File: src/rtl/shp_pkg.sv
package shp_pkg;
    localparam int ELEM_W    = 32;
    localparam int LANE_W    = 128;
    localparam int NUM_LANES = 2;
    localparam int VEC_W     = LANE_W * NUM_LANES;
    localparam int IMM_W     = 8;
    localparam int OP_W      = 4;

    typedef enum logic [OP_W-1:0] {
        OP_MIX_LO   = 4'd0,
        OP_MIX_HI   = 4'd1,
        OP_PICK2_D  = 4'd2,
        OP_PICK2_Q  = 4'd3,
        OP_PERM_D   = 4'd4,
        OP_PERM_Q   = 4'd5,
        OP_VPERM_D  = 4'd6,
        OP_VPERM_Q  = 4'd7,
        OP_HALF     = 4'd8
    } op_e;
endpackage

File: src/rtl/shp_lane.sv
module shp_lane #(
    parameter int LANE_IDX = 0,
    parameter int LW       = shp_pkg::LANE_W,
    parameter int EW       = shp_pkg::ELEM_W,
    parameter int IW       = shp_pkg::IMM_W,
    parameter int OW       = shp_pkg::OP_W
) (
    input  logic [LW-1:0] a,
    input  logic [LW-1:0] b,
    input  logic [LW-1:0] c,
    input  logic [IW-1:0] imm,
    input  logic [OW-1:0] op,
    output logic [LW-1:0] y
);
    import shp_pkg::*;

    localparam int ND = LW / EW;
    localparam int NQ = ND / 2;
    localparam int QW = 2 * EW;

    logic [EW-1:0] ad [ND];
    logic [EW-1:0] bd [ND];
    logic [EW-1:0] cd [ND];
    logic [QW-1:0] aq [NQ];
    logic [QW-1:0] bq [NQ];
    logic [IW-1:0] imm_q;

    for (genvar i = 0; i < ND; i++) begin : g_dw
        assign ad[i] = a[i*EW +: EW];
        assign bd[i] = b[i*EW +: EW];
        assign cd[i] = c[i*EW +: EW];
    end
    for (genvar j = 0; j < NQ; j++) begin : g_qw
        assign aq[j] = a[j*QW +: QW];
        assign bq[j] = b[j*QW +: QW];
    end

    // per-lane qword control: immediate advanced by two bits per lane
    assign imm_q = imm >> (2 * LANE_IDX);

    always_comb begin
        y = '0;
        case (op)
            OP_MIX_LO: begin
                for (int i = 0; i < ND/2; i++) begin
                    y[(2*i)*EW   +: EW] = ad[i];
                    y[(2*i+1)*EW +: EW] = bd[i];
                end
            end
            OP_MIX_HI: begin
                for (int i = 0; i < ND/2; i++) begin
                    y[(2*i)*EW   +: EW] = ad[ND/2+i];
                    y[(2*i+1)*EW +: EW] = bd[ND/2+i];
                end
            end
            OP_PICK2_D: begin
                for (int i = 0; i < ND; i++) begin
                    if (i < ND/2) y[i*EW +: EW] = ad[imm[2*i +: 2]];
                    else          y[i*EW +: EW] = bd[imm[2*i +: 2]];
                end
            end
            OP_PICK2_Q: begin
                y[0  +: QW] = aq[imm_q[0]];
                y[QW +: QW] = bq[imm_q[1]];
            end
            OP_PERM_D: begin
                for (int i = 0; i < ND; i++)
                    y[i*EW +: EW] = ad[imm[2*i +: 2]];
            end
            OP_PERM_Q: begin
                for (int j = 0; j < NQ; j++)
                    y[j*QW +: QW] = aq[imm_q[j]];
            end
            OP_VPERM_D: begin
                for (int i = 0; i < ND; i++)
                    y[i*EW +: EW] = ad[cd[i][1:0]];
            end
            OP_VPERM_Q: begin
                for (int j = 0; j < NQ; j++)
                    y[j*QW +: QW] = aq[cd[2*j][1]];
            end
            default: y = '0;
        endcase
    end
endmodule

File: src/rtl/shp_half_route.sv
module shp_half_route #(
    parameter int LW = shp_pkg::LANE_W,
    parameter int NL = shp_pkg::NUM_LANES,
    parameter int IW = shp_pkg::IMM_W
) (
    input  logic [LW*NL-1:0] a,
    input  logic [LW*NL-1:0] b,
    input  logic [IW-1:0]    imm,
    output logic [LW*NL-1:0] y
);
    for (genvar h = 0; h < NL; h++) begin : g_half
        logic [3:0]      nib;
        logic [LW-1:0]   lo_pick;
        logic [LW-1:0]   hi_pick;
        assign nib     = imm[4*h +: 4];
        assign lo_pick = nib[1] ? b[0 +: LW]  : a[0 +: LW];
        assign hi_pick = nib[1] ? b[LW +: LW] : a[LW +: LW];
        assign y[h*LW +: LW] = nib[3] ? '0 : (nib[0] ? hi_pick : lo_pick);
    end
endmodule

File: src/rtl/shp_unit.sv
module shp_unit #(
    parameter int LANE_W    = shp_pkg::LANE_W,
    parameter int NUM_LANES = shp_pkg::NUM_LANES,
    parameter int IMM_W     = shp_pkg::IMM_W,
    parameter int OP_W      = shp_pkg::OP_W
) (
    input  logic                        clk,
    input  logic                        rst,
    input  logic                        in_valid,
    input  logic [OP_W-1:0]             in_op,
    input  logic                        in_wide,
    input  logic [IMM_W-1:0]            in_imm,
    input  logic [LANE_W*NUM_LANES-1:0] in_src_a,
    input  logic [LANE_W*NUM_LANES-1:0] in_src_b,
    input  logic [LANE_W*NUM_LANES-1:0] in_sel,
    output logic                        out_valid,
    output logic [LANE_W*NUM_LANES-1:0] out_data,
    output logic                        out_err
);
    import shp_pkg::*;

    localparam int VW = LANE_W * NUM_LANES;

    logic [VW-1:0] lane_y;
    logic [VW-1:0] half_y;
    logic [VW-1:0] nxt_data;
    logic          nxt_err;

    for (genvar k = 0; k < NUM_LANES; k++) begin : g_lane
        shp_lane #(
            .LANE_IDX (k),
            .LW       (LANE_W),
            .EW       (ELEM_W),
            .IW       (IMM_W),
            .OW       (OP_W)
        ) u_lane (
            .a   (in_src_a[k*LANE_W +: LANE_W]),
            .b   (in_src_b[k*LANE_W +: LANE_W]),
            .c   (in_sel[k*LANE_W +: LANE_W]),
            .imm (in_imm),
            .op  (in_op),
            .y   (lane_y[k*LANE_W +: LANE_W])
        );
    end

    shp_half_route #(
        .LW (LANE_W),
        .NL (NUM_LANES),
        .IW (IMM_W)
    ) u_half (
        .a   (in_src_a),
        .b   (in_src_b),
        .imm (in_imm),
        .y   (half_y)
    );

    always_comb begin
        nxt_err  = (in_op > OP_HALF);
        nxt_data = '0;
        if (in_op == OP_HALF) begin
            nxt_data = half_y;
        end else if (!nxt_err) begin
            nxt_data = lane_y;
            if (!in_wide) nxt_data[VW-1:LANE_W] = '0;
        end
    end

    always_ff @(posedge clk) begin
        if (rst) begin
            out_valid <= 1'b0;
            out_data  <= '0;
            out_err   <= 1'b0;
        end else begin
            out_valid <= in_valid;
            if (in_valid) begin
                out_data <= nxt_data;
                out_err  <= nxt_err;
            end
        end
    end

    a_r1_valid_rise: assert property (@(posedge clk) disable iff (rst)
        in_valid |=> out_valid);
    a_r1_valid_fall: assert property (@(posedge clk) disable iff (rst)
        !in_valid |=> !out_valid);
    a_r1_idle_hold: assert property (@(posedge clk) disable iff (rst)
        !in_valid |=> $stable(out_data));
    a_r10_upper_clear: assert property (@(posedge clk) disable iff (rst)
        (in_valid && !in_wide && in_op != OP_HALF) |=> (out_data[VW-1:LANE_W] == '0));
    a_r9_low_zeroed: assert property (@(posedge clk) disable iff (rst)
        (in_valid && in_op == OP_HALF && in_imm[3]) |=> (out_data[LANE_W-1:0] == '0));
    a_r11_bad_code: assert property (@(posedge clk) disable iff (rst)
        (in_valid && in_op > OP_HALF) |=> (out_err && out_data == '0));
    a_r11_good_code: assert property (@(posedge clk) disable iff (rst)
        (in_valid && in_op <= OP_HALF) |=> !out_err);
endmodule

File: config.mk
export PLATFORM = sky130hd
export DESIGN_NAME = shp_unit
export DESIGN_NICKNAME = d
export VERILOG_FILES = /design/src/rtl/shp_pkg.sv /design/src/rtl/shp_lane.sv /design/src/rtl/shp_half_route.sv /design/src/rtl/shp_unit.sv
export SDC_FILE = /design/constraint.sdc
export NUM_CORES = 2
export LEC_CHECK = 0
export BUFFER_PORTS_ARGS = -buffer_cell sky130_fd_sc_hd__buf_2
export CORE_AREA = 5 5 404 406
export DETAILED_ROUTE_END_ITERATION = 8
export DIE_AREA = 0 0 409 411
export GPL_ROUTABILITY_DRIVEN = 0
export PLACE_DENSITY_LB_ADDON = 0.08
export SYNTH_ARGS = -nofsm -noshare
export SYNTH_HDL_FRONTEND = slang
export SYNTH_SLANG_ARGS = --single-unit
File: constraint.sdc
create_clock -name clk -period 2.6 [get_ports clk]
set_input_delay 0.26 -clock clk [delete_from_list [all_inputs] [get_ports clk]]
set_output_delay 0.26 -clock clk [all_outputs]
set_load 0.05 [all_outputs]
==> impl_metrics.tcl <==
set metrics [dict create \
    synth_seq_area_share 0.117 \
    clkSinkCount 258 \
    report.final.hold_viol_count 0 \
    drive_above_1_share 0.430 \
    layout_setup_ws_ps 206 \
    required_ps 3170 \
    instances_no_fill 7079 \
    fin_setup_tns_ps 0 \
    synth-compound-area-share 0.233 \
    ys_warn_count 0 \
    skew_ps 0 \
    grt_max_degree 105 \
    drc 0 \
    synthFlopType "dfxtp_1" \
    finish.utilization 0.337 \
    synth_top_family_by_area "multiplexers" \
    synthTopCellsByCount "mux4_2 (736), clkbuf_1 (493), mux2i_1 (413)" \
    drt-initial-drc-count 7665 \
    post_cts_buffers 0 \
    start_util 0.277 \
    grt_usage 0.350 \
    worstHoldPathType "in2reg" \
    num_rows 147 \
    fp.dieW_um 409 \
    slew_violations 0 \
    place_hpwl_um 238000 \
    wl_per_cell_um 43.8 \
    grt_pass1_vias 46100 \
    path_clk_slew_ps 60 \
    synth_cell_types 71 \
    total_power_mw 21.3 \
    synth.area.top_cells "mux4_2 (37%), dfxtp_1 (12%), mux2i_1 (9.3%)" \
    ir_worst_vdd_mv 0.411 \
    period_share 0.921 \
    cts_resized 0 \
    max-clock-path-buffers 3 \
    cp.arrival_ps 2960 \
    place_ws_ps -16.8 \
    synth-simple-area-share 0.0736 \
    nNetsFinal 5649 \
    synth_top_area_frac 0.375 \
    period_minus_slack_ps 2390 \
    worst_pin_slew_ps 1080 \
    root_buffer "clkbuf_16" \
    yosys.area.top_type "mux4_2" \
    cp-end-kind "flop" \
    whs_ps 44.6 \
    criticalPathCategory "in2reg" \
    maxCapViolations 0 \
    crit_fanout 18 \
    core_mm2 0.159 \
    netlist_area_mm2 0.0442 \
    setup_viol_count_final 0 \
    synth_mux_area_frac 0.495 \
    post_dp_cell_area_mm2 0.0518 \
    post-synth-top-count-cell "mux4_2" \
    grt.overflow.total 0 \
    p_leak_nw 19.9 \
    async_flop_share 0 \
    startpoint_type "input pin" \
    status "complete, no violations" \
    avgViaCountPerCell 7.04 \
    fp.dieArea_mm2 0.168 \
    syn_to_final_growth_pct 21.6 \
    htreeDepth 2 \
    ios 1042 \
    grt_pass1_wl_um 417000 \
    first_pass_iters 9 \
    wirelength_um 310000 \
    drtAntennaViolNets 0 \
    clk-insertion-delay-late_ps 650 \
    cts_made_buffers 44 \
    max_slew_margin 0.280 \
    synthAdderAreaFrac 0 \
    rsz0062_at_grt "false" \
    netlist_instances 4450 \
    vias 49800 \
    die_height_um 411 \
    powerDensity_mw_per_mm2 396 \
    fin_area_mm2 0.0538 \
    synth-seq-cells 258 \
    port_buffers 801 \
    cts_tree "yes" \
    dp.cells 6879 \
    synth-xor-area-share 0.000368 \
    syn_area_per_cell_um2 9.94 \
    synth_edf_count 0 \
    fmax_ghz 0.418 \
    antenna_found_initial 141 \
    synth_fp_nets 5234 \
]
## kinds of logic after synthesis
kind of cell,count (synthesis)
muxes,1254
DFF,258
xor gates and xnor gates,1
and+or+nand+nor,715
AOI/OAI and AO/OA,1402
buffers and inverters,820
## worst max-delay path: stages
cell	delay [ps]
buf_2	420
and4bb_4	530
buf_4	250
buf_4	350
a22o_1	200
a21oi_1	40
a311oi_1	270
dlygate4sd3_1	590
## path summary, 6_finish.rpt
kind / from / to / slack (ps) / cells after the start
min reg2reg: out_err$_SDFFE_PP0P_ / out_err$_SDFFE_PP0P_ / 480 / 2
max reg2reg: out_data[125]$_SDFFE_PP0P_ / out_data[125]$_SDFFE_PP0P_ / 1250 / 3
min: in_src_b[122] / out_data[122]$_SDFFE_PP0P_ / 40 / 3
max: in_op[2] / out_data[113]$_SDFFE_PP0P_ / 210 / 8
## flip-flops by register name, summed over array words and instances (netlist names)
signal,flops
out_data,256
out_err,1
out_valid,1
## layout by cell type (no fill, tap or decap), types with 40 or more instances in the layout
cell	instances
mux2_2	105
and3_1	41
o21ai_0	110
nand2_1	322
buf_2	787
clkbuf_16	46
nor2_1	177
o22ai_1	120
a22oi_1	200
dfxtp_1	258
a22o_1	63
mux4_2	736
a311oi_1	64
a31oi_1	143
o21bai_1	143
diode_2	92
nand3_1	76
buf_12	125
a211oi_1	40
a221oi_1	123
a21oi_1	115
mux2i_1	413
buf_4	232
## timing repair
action	4_1_cts	5_1_grt
endpoints found under the hold margin	16	0
hold buffers	26	0
setup endpoints to repair	0	0
## layer usage
metal,GRT usage,part of all wire,up-vias
met5,0,0.0011,-
met4,0.105,0.034,52
met1,0.528,0.44,26100
li1,-,-,19400
met3,0.154,0.15,449
met2,0.436,0.37,3880
## final cells by class
type	instances	area [um2]
diodes	92	230
inverters	9	33.8
fillers	16500	106000
multi-input cells	3372	35700
clock buffers	70	1350
well taps	2086	2610
repair buffers	1180	8580
clock inverters	12	150
flip-flops and latches	258	5160
## power breakdown
group / leakage, nW / internal [mW] / switching, mW / total [mW]
clock: 0.743 / 3.85 / 2.80 / 6.64
sequential: 2.13 / 4.23 / 0.232 / 4.46
combinational: 17.0 / 3.89 / 6.30 / 10.2
Power figures use the tool's default switching activity.
